$ cat src/rtl/lane_bond_pkg.sv
package lane_bond_pkg;

    typedef enum logic [1:0] {
        ST_HUNT   = 2'd0,
        ST_ALIGN  = 2'd1,
        ST_LOCKED = 2'd2,
        ST_FAIL   = 2'd3
    } bond_state_e;

endpackage

$ cat src/rtl/bond_first_data.sv
module bond_first_data (
    input  logic clk,
    input  logic rst_n,
    input  logic sym_valid,
    input  logic sym_comma,
    input  logic sym_resync,
    output logic first_data
);
    logic armed_d, armed_q;

    always_comb begin
        first_data = sym_resync & sym_valid & ~sym_comma & armed_q;
        if (!sym_resync) begin
            armed_d = 1'b0;
        end else if (sym_valid) begin
            armed_d = sym_comma;
        end else begin
            armed_d = armed_q;
        end
    end

    always_ff @(posedge clk) begin
        if (!rst_n) begin
            armed_q <= 1'b0;
        end else begin
            armed_q <= armed_d;
        end
    end
endmodule

$ cat src/rtl/bond_delay_line.sv
module bond_delay_line #(
    parameter  int SYM_W = 10,
    parameter  int DEPTH = 8,
    localparam int DLY_W = $clog2(DEPTH)
) (
    input  logic             clk,
    input  logic             rst_n,
    input  logic [SYM_W-1:0] in_sym,
    input  logic             in_first,
    input  logic [DLY_W-1:0] tap_sel,
    output logic [SYM_W-1:0] out_sym,
    output logic             out_first
);
    logic [SYM_W:0] hist_d [DEPTH];
    logic [SYM_W:0] hist_q [DEPTH];

    always_comb begin
        hist_d[0] = {in_first, in_sym};
        for (int k = 1; k < DEPTH; k++) begin
            hist_d[k] = hist_q[k-1];
        end
        {out_first, out_sym} = hist_q[tap_sel];
    end

    always_ff @(posedge clk) begin
        if (!rst_n) begin
            for (int k = 0; k < DEPTH; k++) begin
                hist_q[k] <= '0;
            end
        end else begin
            for (int k = 0; k < DEPTH; k++) begin
                hist_q[k] <= hist_d[k];
            end
        end
    end
endmodule

$ cat src/rtl/bond_align_ctrl.sv
module bond_align_ctrl
    import lane_bond_pkg::*;
#(
    parameter  int NUM_LANES = 4,
    parameter  int DEPTH     = 8,
    parameter  int WINDOW    = 4,
    localparam int DLY_W     = $clog2(DEPTH),
    localparam int CNT_W     = $clog2(WINDOW + 1)
) (
    input  logic                       clk,
    input  logic                       rst_n,
    input  logic [NUM_LANES-1:0]       first_data,
    input  logic [NUM_LANES-1:0]       tap_first,
    input  logic                       restart,
    output logic [NUM_LANES*DLY_W-1:0] delay_flat,
    output logic                       locked,
    output logic                       failed
);
    typedef struct packed {
        bond_state_e                      state;
        logic                             started;
        logic [CNT_W-1:0]                 cnt;
        logic [NUM_LANES-1:0]             seen;
        logic [NUM_LANES-1:0][DLY_W-1:0]  arr;
        logic [NUM_LANES-1:0][DLY_W-1:0]  dly;
    } ctrl_s;

    ctrl_s            d, q;
    logic [DLY_W-1:0] latest;

    always_comb begin
        d      = q;
        latest = '0;
        unique case (q.state)
            ST_HUNT: begin
                if (q.started || (|first_data)) begin
                    d.started = 1'b1;
                    d.cnt     = q.started ? q.cnt + 1'b1 : CNT_W'(1);
                    for (int i = 0; i < NUM_LANES; i++) begin
                        if (first_data[i] && !q.seen[i]) begin
                            d.seen[i] = 1'b1;
                            d.arr[i]  = q.started ? DLY_W'(q.cnt) : '0;
                        end
                    end
                    if (&d.seen) begin
                        for (int i = 0; i < NUM_LANES; i++) begin
                            if (d.arr[i] > latest) begin
                                latest = d.arr[i];
                            end
                        end
                        for (int i = 0; i < NUM_LANES; i++) begin
                            d.dly[i] = latest - d.arr[i];
                        end
                        d.state   = ST_ALIGN;
                        d.started = 1'b0;
                        d.cnt     = '0;
                        d.seen    = '0;
                        d.arr     = '0;
                    end else if (q.started && q.cnt == CNT_W'(WINDOW - 1)) begin
                        d.state   = ST_FAIL;
                        d.started = 1'b0;
                        d.cnt     = '0;
                        d.seen    = '0;
                        d.arr     = '0;
                    end
                end
            end
            ST_ALIGN: begin
                if (&tap_first) begin
                    d.state = ST_LOCKED;
                end else begin
                    d.state = ST_HUNT;
                    d.dly   = '0;
                end
            end
            default: begin
            end
        endcase
        if (restart) begin
            d = '0;
        end
    end

    always_ff @(posedge clk) begin
        if (!rst_n) begin
            q <= '0;
        end else begin
            q <= d;
        end
    end

    always_comb begin
        for (int i = 0; i < NUM_LANES; i++) begin
            delay_flat[i*DLY_W +: DLY_W] = q.dly[i];
        end
        locked = (q.state == ST_LOCKED);
        failed = (q.state == ST_FAIL);
    end
endmodule

$ cat src/rtl/lane_bond_deskew.sv
module lane_bond_deskew #(
    parameter  int NUM_LANES = 4,
    parameter  int SYM_W     = 10,
    parameter  int DEPTH     = 8,
    parameter  int WINDOW    = 4,
    localparam int DLY_W     = $clog2(DEPTH)
) (
    input  logic                       clk,
    input  logic                       rst_n,
    input  logic [NUM_LANES*SYM_W-1:0] lane_data,
    input  logic [NUM_LANES-1:0]       lane_comma,
    input  logic [NUM_LANES-1:0]       lane_valid,
    input  logic [NUM_LANES-1:0]       lane_resync,
    input  logic                       bond_restart,
    output logic [NUM_LANES*SYM_W-1:0] bond_data,
    output logic [NUM_LANES*DLY_W-1:0] lane_delay,
    output logic                       bond_locked,
    output logic                       skew_fail
);
    logic [NUM_LANES-1:0] first_data;
    logic [NUM_LANES-1:0] tap_first;

    for (genvar g = 0; g < NUM_LANES; g++) begin : g_lane
        bond_first_data u_detect (
            .clk        (clk),
            .rst_n      (rst_n),
            .sym_valid  (lane_valid[g]),
            .sym_comma  (lane_comma[g]),
            .sym_resync (lane_resync[g]),
            .first_data (first_data[g])
        );

        bond_delay_line #(
            .SYM_W (SYM_W),
            .DEPTH (DEPTH)
        ) u_delay (
            .clk       (clk),
            .rst_n     (rst_n),
            .in_sym    (lane_data[g*SYM_W +: SYM_W]),
            .in_first  (first_data[g]),
            .tap_sel   (lane_delay[g*DLY_W +: DLY_W]),
            .out_sym   (bond_data[g*SYM_W +: SYM_W]),
            .out_first (tap_first[g])
        );
    end

    bond_align_ctrl #(
        .NUM_LANES (NUM_LANES),
        .DEPTH     (DEPTH),
        .WINDOW    (WINDOW)
    ) u_ctrl (
        .clk        (clk),
        .rst_n      (rst_n),
        .first_data (first_data),
        .tap_first  (tap_first),
        .restart    (bond_restart),
        .delay_flat (lane_delay),
        .locked     (bond_locked),
        .failed     (skew_fail)
    );
endmodule

$ cat config.mk
export PLATFORM = sky130hd
export DESIGN_NAME = lane_bond_deskew
export DESIGN_NICKNAME = d
export VERILOG_FILES = /design/src/rtl/lane_bond_pkg.sv /design/src/rtl/bond_first_data.sv /design/src/rtl/bond_delay_line.sv /design/src/rtl/bond_align_ctrl.sv /design/src/rtl/lane_bond_deskew.sv
export SDC_FILE = /design/constraint.sdc
export NUM_CORES = 1
export LEC_CHECK = 0
export BUFFER_PORTS_ARGS = -buffer_cell sky130_fd_sc_hd__buf_2
export CAP_MARGIN = 5
export CORE_MARGIN = 8
export CORE_UTILIZATION = 54
export DETAILED_ROUTE_END_ITERATION = 6
export PLACE_DENSITY_LB_ADDON = 0.08
export SLEW_MARGIN = 20
export SYNTH_ARGS = -nofsm -noshare
export SYNTH_HDL_FRONTEND = slang
export SYNTH_HIERARCHICAL = 1
export SYNTH_SLANG_ARGS = --single-unit
$ cat constraint.sdc
create_clock -name clk -period 6.23 [get_ports clk]
set_clock_uncertainty 0.15 [all_clocks]
set_input_delay 1.246 -clock clk [delete_from_list [all_inputs] [get_ports clk]]
set_output_delay 1.246 -clock clk [all_outputs]
set_load 0.01 [all_outputs]
==> results.md, run 1 <==
* Status: complete, no violations
* Die area at 0.03259 sq mm
* F_max at 167.5 MHz
* Largest family of logic cells by synthesized area: multiplexers
* Port-buffer cells at 108
* Vias in the first global route at 8501
* Synth Area per Inst at 12.65 sq um
* Slew Viols, Final at 0
* Worst Path Required at 6480 ps
* Synth Area in XOR/XNOR at 0.4195%
* Clock root cell: clkbuf_16
* RSZ-0062 raised after global routing: no
* Clock sink count at 390
* Setup violations, final at 0
* Initial antenna violation count at 0
* Netlist cell types at 46
* Fin crit share at 95.81%
* Worst slew pin tran at 1030 ps
* Main synth FF type: dfxtp_1
* Post-Synth Simple-Gate Area at 17.99%
* CP arrival at 6220 ps
* Leak Pwr at 0.007175 uW
* Core Area at 0.02680 sq mm
* Starting density of the core at 54.53%
* # diodes at 0
* Leading cell type in the layout, fill and taps excluded: dfxtp_1
* WL per Instance at 15.48 microns
* Commonest non-fill, non-tap cells in the layout: 389 x dfxtp_1, 354 x and2_1, 107 x buf_2
* Power per cell area at 296.9 mW/mm^2
* # resized after CTS at 0
* DRC at 0
* Worst-Skew Late Latency at 520 ps
* CP endpoint kind: flop
* Synth Warn # at 6
* Setup_tns at 0 ps
* Largest net degree at the start of global routing at 200
* Share of cells above drive strength 1 at 21.90%
* Startpoint types: input pin
* Async SR Flop Fraction at 0%
* Post-synthesis cell area at 0.01462 sq mm
* First-pass GRT wire length at 43000 microns
* Gate Count Post-Synth at 1155
* Adder and majority gate portion of the synthesized area at 1.823%
* CTS tree: done
* VDD IR-drop max at 0.0002325 V
* Fillers at 2161
* Die W at 180.5 microns
* DR vias/cell at 5.149
* Max Cap Viol at 0
* Nets at 1336
* Rows at 60
* CP Class: in -> reg
* Flops & latches, synth at 390
* Min Tclk post-route at 5969 ps
* Global Route Usage Sum at 15.61%
* Num CTS Buffers at 40
* Depth of the CTS H-tree at 2
* Layout Utilization at 62.81%
* Router iterations before antenna repair at 4
* Max-slew headroom at 31.24%
* Fin. Hold Viols at 0
* Total congestion overflow at 0
* Crit-path max FO at 5
* Hold_buf cts at 0
* Post-DRT Antenna Nets at 0
* Hold crit path type: reg -> reg
* Register area share after synthesis at 53.42%
* Clock transition at path regs at 60 ps
* Iter 0 DRT Violations at 349
* Area delta synth->final at 15.18%
* Placer Congestion at 0.8239
* CTS max path bufs at 3
* Mapped Nets at 1228
* Vias at 8408
* Mux contribution to synthesized area at 20.45%
* IO Count at 109
* EDFF count, synth at 0
* Detailed placer's ending HPWL at 15580 microns
* Die H at 180.5 microns
* Post-CTS Setup Bufs at 0
* Synth Area in Compound Gates at 2.842%
* Drt total wl at 25280 microns
[sequential cells by signal, indices dropped and copies added (netlist names)]
signal / cells
u_ctrl/delay_flat: 12
g_lane.u_delay/hist_q: 352
g_lane.u_detect/armed_q: 4
u_ctrl/q: 22
[stage by stage]
stage | std cells | instance area, sq um | setup slack [ps] | hold slack (ps) | power, uW
2_1_floorplan | 1155 | 14690 | -63.97 | 270.8 | 2695
3_3_place_gp | 1562 | 15530 | -170.5 | 274.2 | 2750
3_5_place_dp | 1562 | 15530 | -283.5 | 281.9 | 2752
4_1_cts | 1633 | 16830 | 253.2 | 294.6 | 5072
5_1_grt | 1633 | 16830 | 14.04 | 307.4 | 5194
6_report | 1633 | 16830 | 260.8 | 289.3 | 4998
[where the power goes]
group | internal, uW | total [uW] | switching (uW) | leakage [uW]
combinational | 72.5 | 141 | 68.1 | 0.00336
sequential | 2540 | 2550 | 16.5 | 0.00317
clock | 1390 | 2300 | 916 | 0.000647
total | 4000 | 5000 | 1000 | 0.00718
[synth_stat cells, types with 8 or more instances]
| library cell | count | share of area [%] |
|---|---|---|
| ha_1 | 14 | 1.2 |
| nand2_1 | 18 | 0.46 |
| buf_4 | 12 | 0.62 |
| o21ai_0 | 9 | 0.31 |
| mux2i_1 | 8 | 0.55 |
| clkbuf_1 | 47 | 1.2 |
| nor2_1 | 47 | 1.2 |
| dfxtp_1 | 390 | 53 |
| and2_1 | 355 | 15 |
| mux2_2 | 47 | 3.6 |
| mux4_1 | 88 | 16 |
| a21oi_1 | 16 | 0.55 |
| buf_1 | 8 | 0.21 |
| a22oi_1 | 15 | 0.77 |
| buf_6 | 9 | 0.69 |
| inv_1 | 13 | 0.33 |
[worst max-delay path: stages]
cell and delay (ps):
buf_2 100, and4b_2 300, nand2b_1 160, nor2_4 130, a21oi_1 60, ha_1 290
nor2b_1 130, o21ai_1 70, maj3_2 330, mux2_4 320, ha_2 160, nand3b_1 180
and2_4 160, a31o_4 210, nor2b_1 130, a31oi_2 60, ha_1 300, nor2b_1 130
o21ai_1 80, a32oi_2 140, buf_4 170, mux2i_4 280, ha_2 200, inv_1 50
fa_2 370, xnor2_2 150, xnor2_1 120, a22o_1 190
[per-layer routing]
metal / track usage (%) / vias to the layer above / share of wire [%]
li1: - / 4206 / -
met4: 4.630 / 0 / 1.6
met2: 24.77 / 135 / 45
met3: 3.448 / 34 / 4.1
met1: 21.16 / 4033 / 49
met5: 0 / - / 0
[area by class of cell]
class / count / area, sq um / share of cell area, %
clock buffer: 61 / 1221 / 7.254
clock inverter: 10 / 77.57 / 0.4608
inverter: 13 / 48.80 / 0.2899
multi-input combinational: 676 / 6436 / 38.23
sequential: 390 / 7809 / 46.39
tap: 341 / 426.7 / 2.535
timing repair buffer: 142 / 814.5 / 4.839
[kinds of logic after synthesis]
family | count (synthesis)
simple gates | 442
flops | 390
mux | 147
buf+inv | 89
compound gates | 61
fa+ha+maj | 19
xor+xnor | 7
[path summary, 6_finish.rpt]
check	cells past startpoint	to	start	slack (ps)
hold / removal	1	g_lane[3].u_delay/hist_q[7][8]	g_lane[3].u_delay/hist_q[6][8]	290
hold reg to reg	1	g_lane[3].u_delay/hist_q[7][8]	g_lane[3].u_delay/hist_q[6][8]	290
setup / recovery	28	u_ctrl/delay_flat[2]	lane_comma[0]	260
setup reg to reg	26	u_ctrl/delay_flat[2]	u_ctrl/q[31]	680
(Power assumes the default switching activity.)
==> inputs of run 2 (changes only) <==
Settings changed: RECOVER_POWER set to 100.
==> results.md, run 2 (synthesis results as in run 1) <==
* Share of cells above drive strength 1 at 17.49%
* Fin cells at 1633
* Port-buffer cells at 108
* Biggest register: g_lane.u_delay/hist_q
* Num CTS Buffers at 40
* Max-slew headroom at -169.9%
* Depth of the CTS H-tree at 2
* Seq pwr share at 51.1%
* Power per cell area at 298.3 mW/mm^2
* RSZ-0062 raised after global routing: no
* Die H at 180.5 microns
* Min Tclk post-route at 5949 ps
* Fin crit share at 95.50%
* Clock root cell: clkbuf_16
* Hold crit path type: reg -> reg
* Hold slack at 290.5 ps
* R2r startpoint: u_ctrl/q[31]
* Die area at 0.03259 sq mm
* DRC at 0
* R2R cell count at 26
* Max Cap Viol at 3
* WL per Instance at 15.46 microns
* CTS max path bufs at 3
* Max reg flops at 352
* Initial antenna violation count at 0
* Fin. Hold Viols at 0
* Router iterations before antenna repair at 4
* Detailed placer's ending HPWL at 15580 microns
* Fillers at 2184
* WP buf/inv at 3
* Area delta synth->final at 14.59%
* Reg2reg setup slack at 700 ps
* DR vias/cell at 5.152
* Die W at 180.5 microns
* Starting density of the core at 54.53%
* Setup_tns at 0 ps
* Total congestion overflow at 0
* Leading cell type in the layout, fill and taps excluded: dfxtp_1
* Vias at 8414
* Slew Viols, Final at 209
* Global Route Usage Sum at 15.61%
* Sw Ratio at 20.05%
* Placed cells at 1562
* CP endpoint kind: flop
* Worst slew pin tran at 4049 ps
* Status: complete, but fails checks
* Final Instance Area at 0.01675 sq mm
* CP Class: in -> reg
* First-pass GRT wire length at 43000 microns
* IO Count at 109
* Core Area at 0.02680 sq mm
* Sw power at 1002 uW
* Logic pwr share at 2.7%
* Setup violations, final at 0
* Nets at 1336
* Clock share of power at 46.1%
* # diodes at 0
* Post-DRT Antenna Nets at 0
* Top cell family by delay on the critical path: adder cells
* Post-CTS Setup Bufs at 0
* Rows at 60
* Slowest-stage cell, CP: fa_2
* Violated checks: capacitance limit, slew limit
* Startpoint types: input pin
* Crit-path max FO at 5
* Vias in the first global route at 8501
* Internal power at 3994 uW
* Worst Path Required at 6480 ps
* CP arrival at 6200 ps
* Dpl cell area at 0.01553 sq mm
* Clock transition at path regs at 60 ps
* Largest net degree at the start of global routing at 200
* Hold Path Depth at 1
* # resized after CTS at 0
* End of the worst hold path: g_lane[3].u_delay/hist_q[7][8]
* Leak Pwr at 0.006912 uW
* Placer Congestion at 0.8239
* VDD IR-drop max at 0.0002331 V
* Commonest non-fill, non-tap cells in the layout: 390 x dfxtp_1, 274 x and2_1, 88 x mux4_1
* Worst Setup SP: lane_comma[0]
* Hold Startpoint: g_lane[3].u_delay/hist_q[6][8]
* Iter 0 DRT Violations at 306
* CTS tree: done
* Worst-Skew Late Latency at 520 ps
* R2R Path End: u_ctrl/delay_flat[2]
* Hold_buf cts at 0
* Drt total wl at 25240 microns
* F_max at 168.1 MHz
* Clock sink count at 390
* Max incr delay on CP at 370 ps
==> run 2: cell types whose count changed in the layout (fill, tap and decap cells not counted), moves of 2 or more <==
cell      change
and2_0       +80
and2_1       -80
buf_2        -45
buf_4         -7
clkbuf_1     +50
ha_1          +2
ha_2          -2
mux2_1        +3
mux2_2        -3
==> run 2: power groups by stage <==
stage / logic, uW / registers [uW] / clock network [uW]
detailed placement: 144 / 2610 / 0
floorplan: 94.3 / 2600 / 0
global route: 155 / 2560 / 2480
finish: 137 / 2550 / 2300
global placement: 143 / 2610 / 0
CTS: 145 / 2550 / 2370
==> run 2: cell type report <==
class | instances | area [sq um] | share of cell area [%]
sequential | 390 | 7807 | 46.62
multi-input combinational | 676 | 6431 | 38.40
clock buffer | 61 | 1221 | 7.292
timing repair buffer | 142 | 734.5 | 4.386
tap | 341 | 426.7 | 2.548
clock inverter | 10 | 77.57 | 0.4632
inverter | 13 | 48.80 | 0.2914
==> run 2: per-stage QoR <==
step / power [uW] / setup WS (ps) / util (%)
4_1_cts: 5072 / 253.2 / 62.80
2_1_floorplan: 2695 / -63.97 / -
3_5_place_dp: 2752 / -283.5 / 57.95
6_report: 4995 / 280.5 / 62.49
3_3_place_gp: 2750 / -170.5 / 57.95
5_1_grt: 5191 / 22.16 / 62.49
==> run 2: worst max-delay path by stage <==
stage          slack [ps]                    to  depth (start not counted)
6_report              280  u_ctrl/delay_flat[2]                         28
2_1_floorplan         -60  u_ctrl/delay_flat[2]                         27
3_3_place_gp         -170  u_ctrl/delay_flat[2]                         28
5_1_grt                20  u_ctrl/delay_flat[2]                         28
4_1_cts               250  u_ctrl/delay_flat[2]                         28
3_5_place_dp         -280  u_ctrl/delay_flat[2]                         28
==> run 2: routing by layer <==
layer | global-route usage (%) | wire, microns
met1 | 21.16 | 12250
met2 | 24.77 | 11480
met3 | 3.448 | 1067
met4 | 4.630 | 436
met5 | 0 | 0
